### src/rtl/rf_pkg.sv
package rf_pkg;
  localparam int unsigned RF_WORDS = 4;
  localparam int unsigned RF_WIDTH = 4;
endpackage

### src/rtl/rf_wr_decode.sv
module rf_wr_decode #(
  parameter int unsigned WORDS = 4,
  parameter int unsigned AW    = 2
) (
  input  logic [AW-1:0]    addr_i,
  input  logic             en_ni,
  output logic [WORDS-1:0] sel_o
);
  always_comb begin
    sel_o = '0;
    for (int i = 0; i < WORDS; i++) begin
      if (!en_ni && (addr_i == AW'(i))) sel_o[i] = 1'b1;
    end
  end
endmodule

### src/rtl/rf_word.sv
module rf_word #(
  parameter int unsigned WIDTH = 4
) (
  input  logic             clk_i,
  input  logic             rst_ni,
  input  logic             we_i,
  input  logic [WIDTH-1:0] d_i,
  output logic [WIDTH-1:0] q_o
);
  always_ff @(posedge clk_i or negedge rst_ni) begin
    if (!rst_ni)   q_o <= '0;
    else if (we_i) q_o <= d_i;
  end
endmodule

### src/rtl/rf_rd_port.sv
module rf_rd_port #(
  parameter int unsigned WORDS = 4,
  parameter int unsigned WIDTH = 4,
  parameter int unsigned AW    = 2
) (
  input  logic [WORDS-1:0][WIDTH-1:0] words_i,
  input  logic [AW-1:0]               rd_addr_i,
  input  logic                        rd_en_ni,
  input  logic [AW-1:0]               wr_addr_i,
  input  logic                        wr_en_ni,
  input  logic [WIDTH-1:0]            wr_data_i,
  output logic [WIDTH-1:0]            rd_data_o
);
  logic             fwd;
  logic [WIDTH-1:0] stored;

  assign fwd    = !wr_en_ni && (wr_addr_i == rd_addr_i);
  assign stored = words_i[rd_addr_i];

  // flow-through: same-word write is visible before the edge
  always_comb begin
    if (rd_en_ni) rd_data_o = '1;
    else if (fwd) rd_data_o = wr_data_i;
    else          rd_data_o = stored;
  end
endmodule

### src/rtl/dual_port_rf.sv
module dual_port_rf
  import rf_pkg::*;
#(
  parameter int unsigned WORDS = RF_WORDS,
  parameter int unsigned WIDTH = RF_WIDTH,
  localparam int unsigned AW   = $clog2(WORDS)
) (
  input  logic             clk_i,
  input  logic             rst_ni,
  input  logic [AW-1:0]    wr_addr_i,
  input  logic             wr_en_ni,
  input  logic [WIDTH-1:0] wr_data_i,
  input  logic [AW-1:0]    rd_addr_i,
  input  logic             rd_en_ni,
  output logic [WIDTH-1:0] rd_data_o
);
  logic [WORDS-1:0]            wr_sel;
  logic [WORDS-1:0][WIDTH-1:0] words;

  rf_wr_decode #(.WORDS(WORDS), .AW(AW)) u_dec (
    .addr_i(wr_addr_i),
    .en_ni (wr_en_ni),
    .sel_o (wr_sel)
  );

  for (genvar g = 0; g < WORDS; g++) begin : g_word
    rf_word #(.WIDTH(WIDTH)) u_word (
      .clk_i (clk_i),
      .rst_ni(rst_ni),
      .we_i  (wr_sel[g]),
      .d_i   (wr_data_i),
      .q_o   (words[g])
    );
  end

  rf_rd_port #(.WORDS(WORDS), .WIDTH(WIDTH), .AW(AW)) u_rd (
    .words_i  (words),
    .rd_addr_i(rd_addr_i),
    .rd_en_ni (rd_en_ni),
    .wr_addr_i(wr_addr_i),
    .wr_en_ni (wr_en_ni),
    .wr_data_i(wr_data_i),
    .rd_data_o(rd_data_o)
  );
endmodule

### config.mk
export PLATFORM = sky130hd
export DESIGN_NAME = dual_port_rf
export DESIGN_NICKNAME = d
export VERILOG_FILES = /design/src/rtl/rf_pkg.sv /design/src/rtl/rf_wr_decode.sv /design/src/rtl/rf_word.sv /design/src/rtl/rf_rd_port.sv /design/src/rtl/dual_port_rf.sv
export SDC_FILE = /design/constraint.sdc
export NUM_CORES = 1
export LEC_CHECK = 0
export ABC_AREA = 1
export ABC_CLOCK_PERIOD_IN_PS = 1700
export BUFFER_PORTS_ARGS = -buffer_cell sky130_fd_sc_hd__buf_4
export CAP_MARGIN = 10
export CORE_UTILIZATION = 57
export DETAILED_ROUTE_END_ITERATION = 6
export GPL_TIMING_DRIVEN = 0
export PLACE_DENSITY = 0.81
export SLEW_MARGIN = 20
export SYNTH_ARGS = -nofsm -noshare
export SYNTH_HDL_FRONTEND = slang
export SYNTH_SLANG_ARGS = --single-unit
### constraint.sdc
create_clock -name clk_i -period 1.7 [get_ports clk_i]
set_clock_uncertainty 0.15 [all_clocks]
set_input_delay 0.17 -clock clk_i [delete_from_list [all_inputs] [get_ports clk_i]]
set_output_delay 0.17 -clock clk_i [all_outputs]
set_load 0.1 [all_outputs]
==> key figures, run 1 <==
Run status
  • Status: finished, final reports clean

Final layout
  • Reg area: 400 um2
  • Nets@finish: 162
  • P&R area growth vs syn: 21.6%
  • Cell area after layout: 1120 um2
  • Largest register by flop count: g_word.u_word.q_o
  • Share of cells above drive strength 1: 20.1%
  • Max reg flops: 16
  • Fill count: 131
  • Number of inserted diodes: 0
  • Area of the multi-input gates: 419 um2
  • Largest registers: g_word.u_word.q_o x16

STA
  • Fmax: 0.614 GHz
  • Worst-margin pin slew: 0.299 ns
  • Post-route minimum period: 1.63 ns
  • RSZ-0062 raised after global routing: no
  • Final period util: 95.8%
  • Rel. slew slack: 80.0%
  • Max Transition Viols Final: 0
  • Endpoints failing hold: 0
  • Final WS setup: 0.0717 ns
  • Final setup fails: 0
  • Setup TNS: 0 ns

Job
  • Maxcap violations: 0

Detailed routing
  • DR iter-0 viols: 19
  • Via count: 864
  • Post-DRT Antenna Nets: 0
  • Routed len/inst: 12.5 um
  • WL final: 2070 um
  • Post-route DRC violation count: 0
  • Via density: 5.24
  • Detailed Routing Iterations Pass 1: 4

Setup path
  • CP top delay family: flip-flops
  • Critical path endpoint category: primary output
  • Most used cell, CP: nand2_1
  • Maximum fanout along the worst path: 2
  • CP Cell Sequence: inv_1 > nand2_1 > nand3_1 > nand2_1 > nand2_1 > nand3_2 > buf_4
  • Critical path arrival: 1.31 ns
  • Worst path depth: 7
  • R2R depth: 2
  • Worst path max stage delay: 0.38 ns
  • Critical path buffers and inverters: 2
  • Critical path required time: 1.38 ns
  • CP max stage cell: dfrtp_1
  • Startpoint Class: register
  • Setup Crit Path Kind: register to primary output

Clock tree
  • TritonCTS buffer count: 3
  • Clk_lat worst skew: 0.28 ns
  • Clock sinks: 16
  • H-tree Lvls: 1
  • Clock buffer depth: 2
  • CTS root buf: clkbuf_4
  • Clock-pin slew on the worst setup and hold paths: 0.10 ns
  • CTS tree: built
  • Post-CTS Setup Bufs: 0

Logic synthesis
  • Net Count, Synth: 142
  • Synth unique cells: 12
  • Synth Area in Simple Gates: 33.6%
  • Synth Area in Adders: 0%
  • Netlist Area Pre-Place: 922 um2
  • Yosys Warn Count: 0
  • Number of synthesized register bits: 16
  • Mapped Avg Cell Area: 7.09 um2
  • Post-synthesis sequential area ratio: 43.4%
  • Post-synthesis instance total: 130
  • Xor and xnor area share after synthesis: 0%
  • Mux contribution to synthesized area: 0%
  • Synth Area in Compound Gates: 9.63%
  • Dominant combinational cell family by area after synthesis: simple AND/OR/NAND/NOR gates

Floorplanning
  • Initial Util: 61.2%
  • Die span in x: 42.2 um
  • Core area: 1510 um2
  • Die Ht: 42.2 um
  • Ports: 16
  • Die ar.: 1780 um2
  • Num rows: 14

GRT
  • GRT Total Usage: 25.8%
  • Initial antenna violation count: 0
  • Total gr overflow: 0
  • First-pass GRT wire length: 3430 um
  • Vias in the first global route: 810
  • Pin count of the biggest net entering global routing: 17

Placement
  • DP HPWL: 1590 um
  • Dpl cell area: 1070 um2
  • Dpl ws: 0.181 ns
  • Port bufs: 14
  • Gpl congestion: 0.824

Min path
  • Hold Crit Class: primary input to register
  • WHS Path Cells: 3

Power and ir drop
  • P_leak: 0.625 nW
  • Worst VDD drop: 0.000669 V
  • PwrDens: 927 nW/um2
## layer usage
layer | up-vias | global-route usage (%) | wire length (um)
li1 | 440 | - | -
met1 | 402 | 31.7 | 923
met2 | 18 | 44.9 | 1050
met3 | 4 | 4.31 | 74
met4 | 0 | 10.0 | 25
met5 | - | 0 | 0
## cell usage in the layout (no fill, tap or decap)
cell type and n:
inv_1 25, nand2_4 2, dlygate4sd3_1 1, nor2_4 1, o21ai_0 16, buf_6 4, buf_4 12, nand3_2 5
nor2_1 2, inv_4 1, a21oi_2 1, clkbuf_4 3, dfrtp_1 16, nand2_1 45, clkbuf_8 1, nand3_1 14
## report_power, final
group / switching (mW) / internal [mW] / leakage, nW
combinational: 0.214 / 0.105 / 0.404
sequential: 0.0329 / 0.441 / 0.200
clock: 0.117 / 0.130 / 0.0210
## cells in the mapped netlist
| library cell | n | share of area (%) |
|---|---|---|
| inv_4 | 1 | 0.68 |
| buf_6 | 2 | 2.4 |
| dfrtp_1 | 16 | 43 |
| a21oi_2 | 1 | 0.95 |
| nand3_2 | 1 | 1.1 |
| nand2_1 | 45 | 18 |
| nand3_1 | 18 | 9.8 |
| nand2_4 | 2 | 2.4 |
| nor2_4 | 1 | 1.2 |
| o21ai_0 | 16 | 8.7 |
| nor2_1 | 2 | 0.81 |
| inv_1 | 25 | 10 |
## final timing paths
check / start / to / slack (ns)
worst max-delay path: g_word[1].u_word.q_o[1] / rd_data_o[1] / 0.07
worst min-delay path: wr_data_i[2] / g_word[0].u_word.q_o[2] / 0.08
worst max register to register: g_word[1].u_word.q_o[1] / g_word[1].u_word.q_o[1] / 0.85
worst min register to register: g_word[0].u_word.q_o[2] / g_word[0].u_word.q_o[2] / 0.35
max in group asynchronous: rst_ni / g_word[2].u_word.q_o[1] / 1.10
min in group asynchronous: rst_ni / g_word[1].u_word.q_o[2] / 0.12
## what timing repair did
item / CTS / global route
gates resized for setup: 0 / 2
endpoints found under the setup margin: 0 / 2
hold buffers: 1 / 0
hold endpoints to repair: 16 / 0
## cell type report
cell class / instances / share of cell area [%]
clock buffer: 4 / 3.24
inverter: 26 / 8.93
sequential: 16 / 35.7
timing repair buffer: 15 / 10.9
multi-input combinational: 86 / 37.4
buffer: 2 / 2.01
tap: 16 / 1.79
## kinds of logic after synthesis
family | Yosys count
flip-flops | 16
AO/OA/AOI/OAI | 17
AND/OR/NAND/NOR | 69
buffers and inverters | 28
## stage by stage
stage	hold slack [ns]	instances	total power [mW]	utilization (%)
global route	0.0818	165	1.09	74.4
finish	0.0804	165	1.04	74.4
global placement	-0.118	160	0.777	70.8
CTS	0.0753	165	1.04	73.9
floorplan	-0.276	130	0.705	-
detailed placement	-0.112	160	0.792	70.8
## worst reg2reg max path: cells and delay by family, from the launching register on
kind | cells | cell delay [ns]
AO/OA/AOI/OAI | 1 | 0.10
AND/OR/NAND/NOR | 1 | 0.07
flip-flops | 1 | 0.40
Power figures use the tool's default switching activity.
==> inputs of run 2 (changes only) <==
CORE_UTILIZATION = 38   (was 57)
PLACE_DENSITY = default   (was 0.81)
==> run 2 against run 1 <==
  * Combinational power down 2%
  * Worst setup slack improved by 0.012 ns
  * Final cell count is 6.7% higher
  * Power is 5.0% lower
  * Fmax is 0.77% higher
  * Critical path type unchanged
  * Largest power group unchanged
==> key figures, run 2 (same netlist as run 1, synthesis figures left out) <==
Run status
  • Status: finished, final reports clean

Placement
  • DP HPWL: 1570 um (-1.2%)
  • Dpl ws: 0.157 ns (-0.0236 ns)
  • Post-Place Cells: 172 (+7.5%)
  • Gpl congestion: 0.744 (-9.7%)
  • Dpl cell area: 1080 um2 (+1.4%)
  • Port bufs: 14 (unchanged)

Clock tree
  • Clock sinks: 16 (unchanged)
  • Clock buffer depth: 2 (unchanged)
  • Clock-pin slew on the worst setup and hold paths: 0.09 ns (about the same)
  • TritonCTS buffer count: 3 (unchanged)
  • CTS root buf: clkbuf_4
  • Clk_lat worst skew: 0.29 ns (about the same)
  • H-tree Lvls: 1 (unchanged)
  • CTS tree: built
  • Post-CTS Setup Bufs: 0 (unchanged)

Final layout
  • Largest register by flop count: g_word.u_word.q_o
  • Largest registers: g_word.u_word.q_o x16
  • Commonest non-fill, non-tap cell in the layout: nand2_1
  • Nets@finish: 162 (unchanged)
  • Cell area after layout: 1120 um2 (+0.11%)
  • Number of inserted diodes: 0 (unchanged)
  • P&R area growth vs syn: 21.7%
  • Commonest cells after routing, fill and taps aside: 45 x nand2_1, 25 x inv_1, 16 x o21ai_0, 16 x dfrtp_1, 14 x nand3_1
  • Max reg flops: 16 (unchanged)
  • Post-Layout Cell Count: 176 (+6.7%)
  • Fill count: 240 (+83%)
  • Share of cells above drive strength 1: 19.6% (-0.54 points)

Detailed routing
  • Post-route DRC violation count: 0 (unchanged)
  • Via count: 843 (-2.4%)
  • WL final: 2060 um (-0.48%)
  • DR iter-0 viols: 18 (-1)
  • Detailed Routing Iterations Pass 1: 4 (unchanged)
  • Post-DRT Antenna Nets: 0 (unchanged)
  • Via density: 4.79 (-8.5%)
  • Routed len/inst: 11.7 um (-6.7%)

Floorplanning
  • Ports: 16 (unchanged)
  • Die span in x: 51.3 um (+21%)
  • Initial Util: 40.9% (-20 points)
  • Die ar.: 2630 um2 (+47%)
  • Num rows: 17 (+3)
  • Die Ht: 51.3 um (+21%)
  • Core area: 2250 um2 (+50%)

Setup path
  • Setup Crit Path Kind: register to primary output
  • R2r setup slk: 0.90 ns (+0.05 ns)
  • Startpoint Class: register
  • Critical path endpoint category: primary output
  • CP max stage cell: dfrtp_1
  • Worst path max stage delay: 0.36 ns (-0.02 ns)
  • Critical path arrival: 1.30 ns (about the same)
  • Maximum fanout along the worst path: 2 (unchanged)
  • Reg2reg start: g_word[3].u_word.q_o[2]
  • R2R depth: 2 (unchanged)
  • CP Cell Sequence: inv_1 > nand2_1 > nand3_1 > nand2_1 > nand2_1 > nand3_2 > buf_4
  • Critical path required time: 1.38 ns (about the same)
  • Most used cell, CP: nand2_1
  • Worst reg2reg path endpoint: g_word[3].u_word.q_o[2]
  • CP top delay family: flip-flops
  • Setup crit start: g_word[1].u_word.q_o[3]
  • Critical path buffers and inverters: 2 (unchanged)

STA
  • RSZ-0062 raised after global routing: no
  • Final hold slack: 0.0579 ns (-0.0225 ns)
  • Final WS setup: 0.0841 ns (+0.0124 ns)
  • Max Transition Viols Final: 0 (unchanged)
  • Final setup fails: 0 (unchanged)
  • Fmax: 0.619 GHz (+0.77%)
  • Setup TNS: 0 ns (unchanged)
  • Endpoints failing hold: 0 (unchanged)
  • Post-route minimum period: 1.62 ns (-0.0124 ns)
  • Rel. slew slack: 81.3% (+1.3 points)
  • Worst-margin pin slew: 0.280 ns (-0.0188 ns)
  • Final period util: 95.1% (-0.73 points)

Min path
  • Hold Crit Class: primary input to register
  • Worst Hold End: g_word[3].u_word.q_o[1]
  • WHS Path Cells: 3 (unchanged)
  • Worst Hold Launch: wr_data_i[1]

Power and ir drop
  • Clock power share: 20.7% (-3.1 points)
  • Psw: 0.360 mW (-1.1%)
  • Switching portion of total power: 36.4% (+1.4 points)
  • Comb pwr share: 31.7% (+1.1 points)
  • Share of power burned in registers: 47.6% (+2.0 points)
  • PwrDens: 880 nW/um2 (-5.1%)
  • Design internal power: 0.628 mW (-7.1%)
  • Worst VDD drop: 0.000571 V (-15%)
  • P_leak: 0.618 nW (-1.2%)

GRT
  • Vias in the first global route: 776 (-4.2%)
  • First-pass GRT wire length: 3480 um (+1.4%)
  • Total gr overflow: 0 (unchanged)
  • Pin count of the biggest net entering global routing: 17 (unchanged)
  • GRT Total Usage: 18.8% (-7.0 points)
  • Initial antenna violation count: 0 (unchanged)

Job
  • Maxcap violations: 0 (unchanged)
-- run 2: worst max-delay path by stage --
| stage | to | cells past startpoint | slack, ns |
|---|---|---|---|
| 5_1_grt | rd_data_o[0] | 7 | 0.002 |
| 3_5_place_dp | rd_data_o[2] | 8 | 0.16 |
| 6_report | rd_data_o[3] | 7 | 0.08 |
| 4_1_cts | rd_data_o[3] | 7 | 0.08 |
| 2_1_floorplan | rd_data_o[0] | 7 | 0.22 |
| 3_3_place_gp | rd_data_o[3] | 8 | 0.18 |
-- run 2: tightest hold or removal path, delay by kind of cell --
| family | cells | cell delay, ns |
|---|---|---|
| compound gates | 1 | 0.15 |
| buf+inv | 2 | 0.14 |
-- run 2: power by group through the flow --
stage | registers, mW | logic, mW | clock network, mW
2_1_floorplan | 0.471 | 0.234 | 0
3_3_place_gp | 0.477 | 0.306 | 0
3_5_place_dp | 0.478 | 0.310 | 0
4_1_cts | 0.470 | 0.313 | 0.211
5_1_grt | 0.480 | 0.354 | 0.227
6_report | 0.470 | 0.313 | 0.205
-- run 2: area by class of cell --
class / count / area, um2 / area share [%]
multi-input combinational: 86 / 419 / 37.3
sequential: 16 / 400 / 35.7
timing repair buffer: 15 / 123 / 10.9
inverter: 26 / 100 / 8.92
tap: 28 / 35.0 / 3.12
clock buffer: 3 / 22.5 / 2.01
buffer: 2 / 22.5 / 2.01
-- run 2: metrics by stage --
step	total power [mW]	util, %
global placement	0.782	48.0
floorplan	0.705	-
global route	1.06	49.8
CTS	0.994	49.4
detailed placement	0.788	48.0
finish	0.988	49.8
-- run 2: repair_timing --
item,4_1_cts,5_1_grt
hold endpoints to repair,16,0
endpoints found under the setup margin,0,2
gates resized for setup,0,2
hold buffers,1,0
-- run 2: layer usage --
layer	GRT usage, %	up-vias	part of all wire, %
met5	0	-	0
met4	9.46	0	2.0
met3	2.68	5	5.0
met2	30.3	19	45
met1	24.4	379	48
li1	-	440	-
==> inputs of run 3 (changes only) <==
RECOVER_POWER = 100   (was default)
==> run 3 against run 2 <==
  * Via count fell by 0.24%
  * Combinational power barely moved
  * Wire length rose by 0.49%
  * Hold slack barely moved
  * Global-route usage did not move
  * Flip-flop and latch count did not move
  * Register-to-register slack barely moved
  * Sequential share of layout area rose by 0.40 points
  * Non-clock buffer count did not move
  * Die area did not move
  * Worst setup slack improved by 0.0016 ns
  * Cell area fell by 1.1%
  * Critical path type unchanged
  * Critical endpoint unchanged
  * Highest routed layer unchanged
==> key figures, run 3 (same netlist as run 1, synthesis figures left out) <==
GRT
  • First-pass GRT wire length: 3480 um (unchanged)
  • Initial antenna violation count: 0 (unchanged)
  • Total gr overflow: 0 (unchanged)
  • Pin count of the biggest net entering global routing: 17 (unchanged)
  • GRT Total Usage: 18.8% (unchanged)
  • Vias in the first global route: 776 (unchanged)

STA
  • Post-route minimum period: 1.61 ns (-0.00158 ns)
  • Final period util: 95.0% (about the same)
  • Rel. slew slack: 42.5% (-39 points)
  • Max Transition Viols Final: 0 (unchanged)
  • RSZ-0062 raised after global routing: no
  • Worst-margin pin slew: 0.862 ns (+0.582 ns)
  • Final WS setup: 0.0857 ns (+0.00158 ns)
  • Final setup fails: 0 (unchanged)
  • Fmax: 0.619 GHz (about the same)
  • Endpoints failing hold: 0 (unchanged)
  • Setup TNS: 0 ns (unchanged)

Final layout
  • Final core occ: 49.2% (-0.55 points)
  • Share of cells above drive strength 1: 17.6% (-2.0 points)
  • Largest registers: g_word.u_word.q_o x16
  • Nets@finish: 162 (unchanged)
  • P&R area growth vs syn: 20.4%
  • Max reg flops: 16 (unchanged)
  • Commonest cells after routing, fill and taps aside: 45 x nand2_1, 25 x inv_1, 16 x o21ai_0, 16 x dfrtp_1, 15 x nand3_1
  • Largest register by flop count: g_word.u_word.q_o
  • Post-Layout Cell Count: 176 (unchanged)
  • Number of inserted diodes: 0 (unchanged)
  • Commonest non-fill, non-tap cell in the layout: nand2_1

Detailed routing
  • DR iter-0 viols: 19 (+1)
  • Met3 WL: 86 um (-16%)
  • Routed wl met2: 938 um (+1.5%)
  • Via count: 841 (-0.24%)
  • Highest routing layer actually used: met4
  • Post-route DRC violation count: 0 (unchanged)
  • Routed len/inst: 11.8 um (+0.49%)
  • Metal-1 WL: 1000 um (+1.2%)
  • Post-DRT Antenna Nets: 0 (unchanged)
  • Detailed Routing Iterations Pass 1: 4 (unchanged)
  • Via density: 4.78 (-0.24%)
  • WL final: 2070 um (+0.49%)

Setup path
  • Worst path max stage delay: 0.35 ns (about the same)
  • Critical path endpoint category: primary output
  • Critical path required time: 1.38 ns (about the same)
  • CP Cell Sequence: inv_1 > nand2_1 > nand3_1 > nand2_1 > nand2_1 > nand3_2 > buf_4
  • Reg2reg start: g_word[2].u_word.q_o[2]
  • Critical path arrival: 1.29 ns (about the same)
  • Most used cell, CP: nand2_1
  • Setup Crit Path Kind: register to primary output
  • Setup crit start: g_word[3].u_word.q_o[3]
  • CP max stage cell: dfrtp_1
  • Maximum fanout along the worst path: 2 (unchanged)
  • Startpoint Class: register

Floorplanning
  • Die ar.: 2630 um2 (unchanged)
  • Die span in x: 51.3 um (unchanged)
  • Core area: 2250 um2 (unchanged)
  • Die Ht: 51.3 um (unchanged)
  • Ports: 16 (unchanged)
  • Num rows: 17 (unchanged)
  • Initial Util: 40.9% (unchanged)

Clock tree
  • Clock sinks: 16 (unchanged)
  • Clock buffer depth: 2 (unchanged)
  • TritonCTS buffer count: 3 (unchanged)
  • Clk_lat worst skew: 0.30 ns (about the same)
  • Clock-pin slew on the worst setup and hold paths: 0.09 ns (about the same)
  • CTS tree: built
  • CTS root buf: clkbuf_4
  • H-tree Lvls: 1 (unchanged)

Power and ir drop
  • Comb pwr share: 31.5% (-0.2 points)
  • PwrDens: 887 nW/um2 (+0.75%)
  • Power, Total: 0.984 mW (-0.37%)
  • Psw: 0.359 mW (-0.25%)
  • Switching portion of total power: 36.5% (+0.044 points)
  • P_leak: 0.608 nW (-1.6%)
  • Design internal power: 0.625 mW (-0.44%)
  • Clock power share: 20.7% (about the same)
  • Worst VDD drop: 0.000571 V (about the same)
  • Share of power burned in registers: 47.8% (+0.2 points)

Placement
  • Dpl ws: 0.157 ns (unchanged)
  • Gpl congestion: 0.744 (unchanged)
  • DP HPWL: 1570 um (unchanged)
  • Port bufs: 14 (unchanged)
  • Post-Place Cells: 172 (unchanged)

Run status
  • Status: finished, final reports clean

Min path
  • Worst Hold Launch: wr_data_i[1]
  • Hold Crit Class: primary input to register

Job
  • Maxcap violations: 0 (unchanged)
-- run 3: per-stage QoR --
step                hold WS [ns]  instance area, um2
finish                    0.0578                1110
global route              0.0827                1110
CTS                       0.0623                1110
detailed placement        -0.108                1080
global placement          -0.110                1080
floorplan                 -0.276                 942
-- run 3: area by class of cell --
| class | count | area, um2 |
|---|---|---|
| inverter | 26 | 100 |
| buffer | 2 | 22.5 |
| fill | 243 | 1140 |
| multi-input combinational | 86 | 414 |
| timing repair buffer | 15 | 115 |
| clock buffer | 3 | 22.5 |
| sequential | 16 | 400 |
| tap | 28 | 35.0 |
-- run 3: worst max-delay path, delay by kind of cell, from the launching register on --
family | cells | cell delay (ns)
flip-flops | 1 | 0.35
AND/OR/NAND/NOR | 5 | 0.34
buffers and inverters | 2 | 0.32
-- run 3: final timing paths --
path	end	slack (ns)	depth (start not counted)
setup / recovery	rd_data_o[3]	0.09	7
hold / removal	g_word[3].u_word.q_o[1]	0.06	3
setup reg to reg	g_word[2].u_word.q_o[2]	0.90	2
hold reg to reg	g_word[0].u_word.q_o[2]	0.34	2
max in group asynchronous	g_word[3].u_word.q_o[2]	0.53	2
min in group asynchronous	g_word[0].u_word.q_o[1]	0.34	2
-- run 3: power by group through the flow --
stage | combinational (mW) | sequential, mW | clock [mW]
6_report | 0.310 | 0.470 | 0.204
5_1_grt | 0.350 | 0.480 | 0.227
4_1_cts | 0.313 | 0.470 | 0.211
3_5_place_dp | 0.310 | 0.478 | 0
3_3_place_gp | 0.306 | 0.477 | 0
2_1_floorplan | 0.234 | 0.471 | 0
-- run 3: routing by layer --
layer | vias up | GRT usage, %
met5 | - | 0
met2 | 18 | 30.3
met3 | 5 | 2.68
met1 | 378 | 24.4
li1 | 440 | -
met4 | 0 | 9.46
-- run 3: what timing repair did --
action                                  in CTS  in global routing
hold endpoints to repair                    16                  0
hold buffers                                 1                  0
buffers inserted                             0                  0
gates resized for setup                      0                  2
endpoints found under the setup margin       0                  2
